[src/rtl/ifa_pkg.sv]
package ifa_pkg;
  typedef enum logic [1:0] {
    ST_EMPTY = 2'd0,
    ST_SKIP  = 2'd1,
    ST_SPARE = 2'd2,
    ST_PEND  = 2'd3
  } lane_st_t;
endpackage

[src/rtl/ifa_rst_sync.sv]
module ifa_rst_sync (
  input  logic clk,
  input  logic rst_n,
  output logic rst_n_s
);
  logic [1:0] sync_q;

  always_ff @(posedge clk or negedge rst_n) begin
    if (!rst_n) sync_q <= 2'b00;
    else        sync_q <= {sync_q[0], 1'b1};
  end

  assign rst_n_s = sync_q[1];
endmodule

[src/rtl/ifa_slot_ctr.sv]
module ifa_slot_ctr #(
  parameter int NTHREAD = 2,
  localparam int SLOT_W = (NTHREAD > 1) ? $clog2(NTHREAD) : 1
) (
  input  logic              clk,
  input  logic              rst_n,
  output logic [SLOT_W-1:0] slot_o
);
  localparam logic [SLOT_W-1:0] SLOT_MAX = SLOT_W'(NTHREAD - 1);

  logic [SLOT_W-1:0] slot_q, slot_d;

  always_comb begin
    if (slot_q == SLOT_MAX) slot_d = '0;
    else                    slot_d = slot_q + 1'b1;
  end

  always_ff @(posedge clk or negedge rst_n) begin
    if (!rst_n) slot_q <= '0;
    else        slot_q <= slot_d;
  end

  assign slot_o = slot_q;

  // rotation wraps after the last thread
  p_slot_wrap_r2: assert property (@(posedge clk) disable iff (!rst_n)
    (slot_q == SLOT_MAX) |=> (slot_q == '0));
  // otherwise it steps by one
  p_slot_step_r2: assert property (@(posedge clk) disable iff (!rst_n)
    (slot_q != SLOT_MAX) |=> (slot_q == $past(slot_q) + 1'b1));
endmodule

[src/rtl/ifa_lane.sv]
module ifa_lane
  import ifa_pkg::*;
#(
  parameter int HALF_W  = 16,
  parameter int LEN_BIT = 15,
  localparam int WORD_W = 2 * HALF_W
) (
  input  logic              clk,
  input  logic              rst_n,
  input  logic              en,
  input  logic              word_vld,
  input  logic [WORD_W-1:0] word,
  input  logic              redir,
  input  logic              redir_odd,
  output logic [WORD_W-1:0] instr,
  output logic              len32,
  output logic              emit,
  output logic              need_word
);
  lane_st_t          state_q, state_d;
  logic [HALF_W-1:0] held_q, held_d;
  logic [HALF_W-1:0] lo_h, hi_h;

  assign lo_h = word[HALF_W-1:0];
  assign hi_h = word[WORD_W-1:HALF_W];

  always_comb begin
    state_d   = state_q;
    held_d    = held_q;
    emit      = 1'b0;
    len32     = 1'b0;
    instr     = '0;
    need_word = (state_q != ST_SPARE);
    if (en) begin
      if (redir) begin
        state_d = redir_odd ? ST_SKIP : ST_EMPTY;
        held_d  = '0;
      end else begin
        unique case (state_q)
          ST_EMPTY: if (word_vld) begin
            emit = 1'b1;
            if (lo_h[LEN_BIT]) begin
              len32   = 1'b1;
              instr   = word;
            end else begin
              instr   = {{HALF_W{1'b0}}, lo_h};
              held_d  = hi_h;
              state_d = hi_h[LEN_BIT] ? ST_PEND : ST_SPARE;
            end
          end
          ST_SKIP: if (word_vld) begin
            if (hi_h[LEN_BIT]) begin
              held_d  = hi_h;
              state_d = ST_PEND;
            end else begin
              emit    = 1'b1;
              instr   = {{HALF_W{1'b0}}, hi_h};
              state_d = ST_EMPTY;
            end
          end
          ST_SPARE: begin
            emit    = 1'b1;
            instr   = {{HALF_W{1'b0}}, held_q};
            held_d  = '0;
            state_d = ST_EMPTY;
          end
          ST_PEND: if (word_vld) begin
            emit    = 1'b1;
            len32   = 1'b1;
            instr   = {lo_h, held_q};
            held_d  = hi_h;
            state_d = hi_h[LEN_BIT] ? ST_PEND : ST_SPARE;
          end
          default: state_d = ST_EMPTY;
        endcase
      end
    end
  end

  always_ff @(posedge clk or negedge rst_n) begin
    if (!rst_n) begin
      state_q <= ST_EMPTY;
      held_q  <= '0;
    end else if (en) begin
      state_q <= state_d;
      held_q  <= held_d;
    end
  end

  // nothing moves outside the lane's own slot
  p_hold_r8: assert property (@(posedge clk) disable iff (!rst_n)
    !en |=> ($stable(state_q) && $stable(held_q)));
  // a missing word produces no output
  p_miss_quiet_r7: assert property (@(posedge clk) disable iff (!rst_n)
    (en && !redir && need_word && !word_vld) |-> !emit);
  // a flush leaves no buffered halfword behind
  p_flush_r9: assert property (@(posedge clk) disable iff (!rst_n)
    (en && redir) |=> (held_q == '0 && state_q != ST_SPARE && state_q != ST_PEND));
  // a held short instruction goes out without a new word
  p_spare_out_r11: assert property (@(posedge clk) disable iff (!rst_n)
    (en && !redir && state_q == ST_SPARE) |-> (emit && !len32 && !need_word));
endmodule

[src/rtl/ifetch_align.sv]
module ifetch_align #(
  parameter int NTHREAD = 2,
  parameter int HALF_W  = 16,
  parameter int LEN_BIT = 15,
  localparam int WORD_W = 2 * HALF_W,
  localparam int SLOT_W = (NTHREAD > 1) ? $clog2(NTHREAD) : 1
) (
  input  logic              clk,
  input  logic              rst_n,
  input  logic [WORD_W-1:0] word_i,
  input  logic              word_vld_i,
  input  logic              redirect_i,
  input  logic              redirect_odd_i,
  output logic [WORD_W-1:0] instr_o,
  output logic              instr_len32_o,
  output logic              instr_vld_o,
  output logic              need_word_o,
  output logic [SLOT_W-1:0] slot_o
);
  logic              rst_n_s;
  logic [SLOT_W-1:0] slot;
  logic [NTHREAD-1:0] lane_en;
  logic [WORD_W-1:0] lane_instr [NTHREAD];
  logic [NTHREAD-1:0] lane_len32, lane_emit, lane_need;

  ifa_rst_sync u_rst (.clk(clk), .rst_n(rst_n), .rst_n_s(rst_n_s));

  ifa_slot_ctr #(.NTHREAD(NTHREAD)) u_slot (
    .clk(clk), .rst_n(rst_n_s), .slot_o(slot)
  );

  for (genvar g = 0; g < NTHREAD; g++) begin : g_lane
    assign lane_en[g] = (slot == SLOT_W'(g));
    ifa_lane #(.HALF_W(HALF_W), .LEN_BIT(LEN_BIT)) u_lane (
      .clk(clk), .rst_n(rst_n_s), .en(lane_en[g]),
      .word_vld(word_vld_i), .word(word_i),
      .redir(redirect_i), .redir_odd(redirect_odd_i),
      .instr(lane_instr[g]), .len32(lane_len32[g]),
      .emit(lane_emit[g]), .need_word(lane_need[g])
    );
  end

  always_comb begin
    instr_o       = '0;
    instr_len32_o = 1'b0;
    instr_vld_o   = 1'b0;
    need_word_o   = 1'b0;
    for (int i = 0; i < NTHREAD; i++) begin
      if (lane_en[i]) begin
        instr_o       = lane_instr[i];
        instr_len32_o = lane_len32[i];
        instr_vld_o   = lane_emit[i];
        need_word_o   = lane_need[i];
      end
    end
  end

  assign slot_o = slot;

  // the redirect cycle itself is silent at the ports
  p_redir_quiet_r9: assert property (@(posedge clk) disable iff (!rst_n_s)
    redirect_i |-> !instr_vld_o);
  // a 32-bit result always carries the length mark in its first half
  p_len_mark_r3: assert property (@(posedge clk) disable iff (!rst_n_s)
    (instr_vld_o && instr_len32_o) |-> instr_o[LEN_BIT]);
endmodule

[config.mk]
export PLATFORM = sky130hd
export DESIGN_NAME = ifetch_align
export DESIGN_NICKNAME = d
export VERILOG_FILES = /design/src/rtl/ifa_pkg.sv /design/src/rtl/ifa_rst_sync.sv /design/src/rtl/ifa_slot_ctr.sv /design/src/rtl/ifa_lane.sv /design/src/rtl/ifetch_align.sv
export SDC_FILE = /design/constraint.sdc
export NUM_CORES = 1
export LEC_CHECK = 0
export BUFFER_PORTS_ARGS = -buffer_cell sky130_fd_sc_hd__buf_2
export CAP_MARGIN = 20
export CORE_ASPECT_RATIO = 1.1
export CORE_MARGIN = 1.5
export CORE_UTILIZATION = 49
export DETAILED_ROUTE_END_ITERATION = 16
export PLACE_DENSITY_LB_ADDON = 0.3
export SYNTH_ARGS = -nofsm -noshare
export SYNTH_HDL_FRONTEND = slang
export SYNTH_SLANG_ARGS = --single-unit
[constraint.sdc]
create_clock -name clk -period 2.1 [get_ports clk]
set_input_delay 0.42 -clock clk [delete_from_list [all_inputs] [get_ports clk]]
set_output_delay 0.42 -clock clk [all_outputs]
set_load 0.05 [all_outputs]
==> results of run 1 <==
## layout make-up
| class | instances | area (sq um) | share of cell area [%] |
|---|---|---|---|
| Multi-Input combinational cell | 256 | 2170 | 47.5 |
| Timing Repair Buffer | 133 | 1060 | 23.2 |
| Sequential cell | 39 | 981 | 21.5 |
| Inverter | 40 | 168 | 3.67 |
| Tap cell | 80 | 100 | 2.19 |
| Clock buffer | 5 | 68.8 | 1.51 |
| Clock inverter | 3 | 20.0 | 0.438 |
## final timing paths
kind                       slack [ps]                                    start                                      end  cells after the start
min in group clk                  360                u_rst.sync_q[0]$_DFF_PN0_                u_rst.sync_q[1]$_DFF_PN0_                      0
setup reg to reg                   30  g_lane[0].u_lane.state_q[1]$_DFFE_PN0P_  g_lane[0].u_lane.state_q[1]$_DFFE_PN0P_                      7
hold reg to reg                   300                u_rst.sync_q[1]$_DFF_PN0_   g_lane[1].u_lane.held_q[3]$_DFFE_PN0P_                      1
setup / recovery                 -420  g_lane[0].u_lane.state_q[0]$_DFFE_PN0P_                               instr_o[7]                      7
max in group asynchronous        1420                u_rst.sync_q[1]$_DFF_PN0_  g_lane[0].u_lane.state_q[1]$_DFFE_PN0P_                      1
hold / removal                    300                u_rst.sync_q[1]$_DFF_PN0_   g_lane[1].u_lane.held_q[3]$_DFFE_PN0P_                      1
## per-stage QoR
step	utilization, %	cells	setup TNS (ps)
final	74.2	556	-12770
after global routing	74.2	556	-14730
after CTS	72.0	553	-11510
after detailed placement	66.2	541	-4350
after global placement	66.2	541	-3280
after floorplan	-	362	-784
## cells by family after synthesis
logic type / after synthesis / synth area share [%]
AO/OA/AOI/OAI: 117 / 30.1
other: 1 / 0.121
flip-flops: 39 / 31.5
multiplexers: 36 / 11.7
AND/OR/NAND/NOR: 90 / 12.5
buffers and inverters: 69 / 10.0
adder cells (fa/ha/maj): 10 / 4.04
## cell usage after synthesis (all sizes together), types with 4 or more instances
cell type	instances	share of area, %
nand2	57	6.9
inv	40	5.2
dfrtp	39	31
a21oi	35	5.6
mux2i	33	11
a221o	30	9.7
clkbuf	17	2.1
nor2	15	1.8
a22o	14	4.0
a32o	14	4.5
buf	12	2.7
ha	10	4.0
nor3	5	0.81
o21ai	5	0.93
a21o	4	1.0
nor2b	4	0.81
## metal layers
| metal | routed length, um | vias up | share of wire [%] | global-route usage, % |
|---|---|---|---|---|
| li1 | - | 1543 | - | - |
| met1 | 4420 | 1678 | 41 | 39.2 |
| met2 | 5370 | 181 | 50 | 53.1 |
| met3 | 657 | 29 | 6.1 | 3.79 |
| met4 | 346 | 0 | 3.2 | 12.9 |
| met5 | 0 | - | 0 | 0 |
## power by group through the flow
| stage | Clock [mW] | Combinational (mW) | Sequential, mW |
|---|---|---|---|
| after global placement | 0 | 3.73 | 1.24 |
| after floorplan | 0 | 2.66 | 1.21 |
| final | 0.523 | 4.54 | 1.28 |
| after CTS | 0.524 | 4.22 | 1.25 |
| after detailed placement | 0 | 3.79 | 1.25 |
| after global routing | 0.559 | 4.79 | 1.31 |
## critical path: cells and delay by family (launching register included)
kind	cells	cell delay, ps
AO/OA/AOI/OAI	3	800
adder cells (fa/ha/maj)	1	170
buffers and inverters	3	380
flip-flops	1	460
## flip-flops by register name, indices dropped and copies added (netlist names)
signal and cells:
g_lane.u_lane.held_q 32, g_lane.u_lane.state_q 4, u_rst.sync_q 2, u_slot.slot_o 1
## repair_timing
item	CTS	global route
buffers inserted	3	1
hold buffers	1	0
pin swaps	16	7
endpoints found under the setup margin	34	34
endpoints found under the hold margin	2	0
resized for setup	73	17
cloned	1	2
## cell usage in the layout (no fill, tap or decap), types with 5 or more instances in the layout
| cell | n |
|---|---|
| nor2_1 | 11 |
| buf_6 | 21 |
| dfrtp_1 | 35 |
| a221o_1 | 30 |
| a22o_4 | 9 |
| mux2i_1 | 33 |
| a21oi_1 | 31 |
| buf_2 | 39 |
| inv_1 | 35 |
| a32o_2 | 10 |
| buf_4 | 66 |
| nand2_1 | 56 |
| ha_4 | 5 |
| clkbuf_8 | 5 |
| and2_4 | 5 |
==> run_results.csv, run 1 <==
group,metric,value,unit
clock_tree,cts_buffer_depth,2,
worst_setup_path,start_kind,"flop",
clock_tree,clkLatencyLatePin,300,ps
floorplan,io_pins,73,
power,p_seq_share,20.1,%
global_route,grt_max_degree,38,
layout,syn_to_final_growth,47.3,%
floorplan,fp.dieH,86.4,um
layout,final_nets,522,
placement,portBuffers,72,
outcome,status,"finished, violations left",
sta,hold_violations,0,
layout,fin_area,4570,sq um
sta,rsz0062_at_grt,"yes",
sta,setup_viol,34,
sta,period_share,120,%
run,maxCapViolCount,0,
drt,routed_wl,10.8,mm
yosys,yosysSeqAreaShare,31.5,%
worst_hold_path,hold_path.class,"reg2async",
power,cellLeakagePower,2.11,nW
worst_setup_path,cp_data_arrival_time,2100,ps
yosys,synth_cell_type_count,45,
global_route,first_global_vias,3360,
worst_setup_path,crit_fanout,7,
clock_tree,clk_pin_slew,80,ps
power,internal-power,3.33,mW
floorplan,core_area,6160,sq um
floorplan,initial_utilization,50.4,%
worst_setup_path,crit_path_top_delay_cell,"dfrtp_2",
placement,place_ws,-186,ps
drt,via_per_inst,6.17,
sta,min_period,2520,ps
yosys,synth_cells,362,
floorplan,fp.dieW,78.8,um
yosys,syn_nets,409,
worst_setup_path,endpoint_kind,"primary output",
power,total_power,6.35,mW
placement,place_congestion,0.903,
power,switching_share,47.5,%
clock_tree,htree_levels,2,
drt,post_drt_wl_per_cell,19.4,um
power,combPwrFrac,71.6,%
layout,nFillCells,450,
clock_tree,cts_buffers,5,
power,clkPwrFrac,8.2,%
yosys,async_reset_ff_share,100,%
power,powerDensity,1390,nW/um^2
drt,num_vias,3431,
drt,dr.first_iter.drc_count,308,
yosys,ys_seq_elements,39,
yosys,synth_ff_type,"dfrtp_1",
yosys,ys_warn_count,0,
worst_setup_path,critPathKind,"reg2out",
sta,fmax,0.397,GHz
sta,report.final.slew_viol_count,0,
global_route,grt_antenna_before_repair,0,
clock_tree,clkSinkCount,39,
outcome,violations,"negative setup slack",
drt,dr.pass1.iters,5,
floorplan,rows,30,
sta,max_slew_margin,66.4,%
clock_tree,cts_tree,"done",
yosys,synth_area,3100,sq um
sta,whs,299,ps
worst_setup_path,slowest_delay,460,ps
placement,hpwl,6.97,mm
drt,drcViolationCount,0,
sta,worst_slack,-421,ps
power,power.switching,3.01,mW
yosys,syn_avg_cell_area,8.56,sq um
floorplan,die_area,6810,sq um
placement,place_area,4070,sq um
sta,skew,8.48,ps
global_route,grt_pass1_wl,16.3,mm
yosys,synth_edf_count,0,
sta,tightest_slew,504,ps
worst_setup_path,worstPathRequired,1680,ps
layout,diodes,0,
drt,route.antenna.remaining_nets,0,
clock_tree,cts-root-buf,"clkbuf_8",
global_route,grt-ovfl-total,0,
layout,drive_gt1_share,44.7,%
power,ir_worst_vdd,928,uV
global_route,grt_usage,30.9,%
worst_setup_path,path_cells,"inv_4, ha_4, a21o_4, clkbuf_16, a221o_1, a22o_4, buf_6",
Note: power is estimated with default switching activity, not from simulation.
==> run 2, diff against run 1 <==
- RECOVER_POWER: unset -> 50
==> run 2 against run 1 <==
Against the previous run:
- the run still ends with negative setup slack left
- flip-flop and latch count stayed put
- clock power about the same
- power about the same
- sequential power about the same
- via count fell by 0.64%
- critical path depth stayed put
- final cell count is the same
==> run_results.csv, run 2 (synthesis gave the netlist of run 1 again) <==
group,metric,value,unit
run,maxCapViolCount,0,
sta,fmax,0.397,GHz
layout,top_register,"g_lane.u_lane.held_q",
worst_hold_path,hold_depth,0,
global_route,grt_pass1_wl,16.3,mm
worst_setup_path,worstPathRequired,1680,ps
drt,dr.pass1.iters,5,
sta,min_period,2520,ps
worst_setup_path,start_kind,"flop",
placement,place_congestion,0.903,
worst_setup_path,endpoint_kind,"primary output",
floorplan,initial_utilization,50.4,%
floorplan,fp.dieH,86.4,um
worst_setup_path,cp_data_arrival_time,2100,ps
layout,drive_gt1_share,44.5,%
layout,final_common_cell,"buf_4",
layout,largest_register_ffs,32,
sta,max_slew_margin,34.9,%
clock_tree,clkLatencyLatePin,300,ps
global_route,grt_usage,30.9,%
outcome,status,"finished, violations left",
layout,final_cells,556,
worst_hold_path,hold_path.class,"reg2reg",
drt,post_drt_wl_per_cell,19.4,um
clock_tree,clkSinkCount,39,
sta,setup_viol,34,
drt,via_per_inst,6.13,
clock_tree,cts_tree,"done",
placement,hpwl,6.97,mm
power,powerDensity,1390,nW/um^2
sta,hold_violations,0,
sta,rsz0062_at_grt,"yes",
worst_setup_path,crit_path_top_delay_cell,"dfrtp_2",
worst_setup_path,reg2reg_depth,7,
global_route,grt_antenna_before_repair,0,
global_route,grt-ovfl-total,0,
placement,dp.cells,541,
placement,portBuffers,72,
floorplan,fp.dieW,78.8,um
sta,skew,7.80,ps
clock_tree,clk_pin_slew,80,ps
floorplan,die_area,6810,sq um
drt,dr.first_iter.drc_count,298,
worst_setup_path,slowest_delay,460,ps
layout,reg_top3,"g_lane.u_lane.held_q: 32 flops, g_lane.u_lane.state_q: 4 flops, u_rst.sync_q: 2 flops",
layout,mostFrequentLayoutCells,"buf_4, nand2_1, buf_2",
clock_tree,htree_levels,2,
global_route,grt_max_degree,38,
layout,diodes,0,
drt,num_vias,3409,
layout,final_nets,522,
floorplan,io_pins,73,
outcome,violations,"negative setup slack",
power,cellLeakagePower,2.11,nW
worst_setup_path,crit_fanout,7,
power,total_power,6.35,mW
drt,routed_wl,10.8,mm
worst_setup_path,path_cells,"inv_4, ha_4, a21o_4, clkbuf_16, a221o_1, a22o_4, buf_6",
worst_setup_path,critPathKind,"reg2out",
sta,period_share,120,%
drt,drcViolationCount,0,
clock_tree,cts-root-buf,"clkbuf_8",
drt,route.antenna.remaining_nets,0,
sta,tightest_slew,977,ps
sta,worst_slack,-422,ps
clock_tree,cts_buffers,5,
floorplan,core_area,6160,sq um
clock_tree,cts_buffer_depth,2,
sta,report.final.slew_viol_count,0,
layout,syn_to_final_growth,47.1,%
global_route,first_global_vias,3360,
power,ir_worst_vdd,927,uV
floorplan,rows,30,
-- run 2: final timing paths --
path / slack [ps] / end / start
worst min-delay path: 360 / u_rst.sync_q[1]$_DFF_PN0_ / u_rst.sync_q[0]$_DFF_PN0_
min in group asynchronous: 420 / u_rst.sync_q[1]$_DFF_PN0_ / rst_n
worst min register to register: 360 / u_rst.sync_q[1]$_DFF_PN0_ / u_rst.sync_q[0]$_DFF_PN0_
max in group asynchronous: 940 / g_lane[0].u_lane.state_q[1]$_DFFE_PN0P_ / u_rst.sync_q[1]$_DFF_PN0_
worst max register to register: 20 / g_lane[0].u_lane.state_q[1]$_DFFE_PN0P_ / g_lane[0].u_lane.state_q[1]$_DFFE_PN0P_
worst max-delay path: -420 / instr_o[7] / g_lane[0].u_lane.state_q[0]$_DFFE_PN0P_
-- run 2: layer usage --
layer / wire length [um] / up-vias / share of wire, % / GRT usage (%)
met3: 652 / 27 / 6.0 / 3.79
met4: 337 / 0 / 3.1 / 12.9
li1: - / 1540 / - / -
met2: 5360 / 183 / 50 / 53.1
met1: 4450 / 1659 / 41 / 39.2
met5: 0 / - / 0 / 0
-- run 2: final cells by class --
cell class              instances  area [sq um]
multi-input cells             256          2170
fillers                       452          1590
repair buffers                133          1050
flip-flops and latches         39           981
inverters                      40           168
well taps                      80           100
clock buffers                   5          68.8
clock inverters                 3          20.0
-- run 2: through the flow --
stage / cell area (sq um) / hold slack [ps] / setup TNS, ps / utilization, % / worst slack (ps)
4_1_cts: 4430 / 319 / -11510 / 72.0 / -390
2_1_floorplan: 3330 / 124 / -784 / - / -80.7
5_1_grt: 4560 / 388 / -14730 / 74.1 / -479
3_3_place_gp: 4070 / 205 / -3280 / 66.2 / -117
6_report: 4560 / 365 / -12860 / 74.1 / -422
3_5_place_dp: 4070 / 207 / -4350 / 66.2 / -186
-- run 2: power by group --
part / internal, mW / total, mW / switching, mW / leakage (nW)
registers: 1.05 / 1.28 / 0.227 / 0.507
logic: 2.05 / 4.54 / 2.50 / 1.56
clock network: 0.231 / 0.523 / 0.292 / 0.0402
-- run 2: what timing repair did --
action                                  in CTS  in global routing
buffers inserted                             3                  1
endpoints found under the setup margin      34                 34
gates cloned                                 1                  2
resized for setup                           73                 17
pin swaps                                   16                  7
hold buffers                                 1                  0
hold endpoints to repair                     2                  0
-- run 2: critical path, delay by kind of cell, from the launching register on --
family	cells	cell delay, ps
buffers and inverters	3	380
AO/OA/AOI/OAI	3	800
flip-flops	1	460
adder cells (fa/ha/maj)	1	170
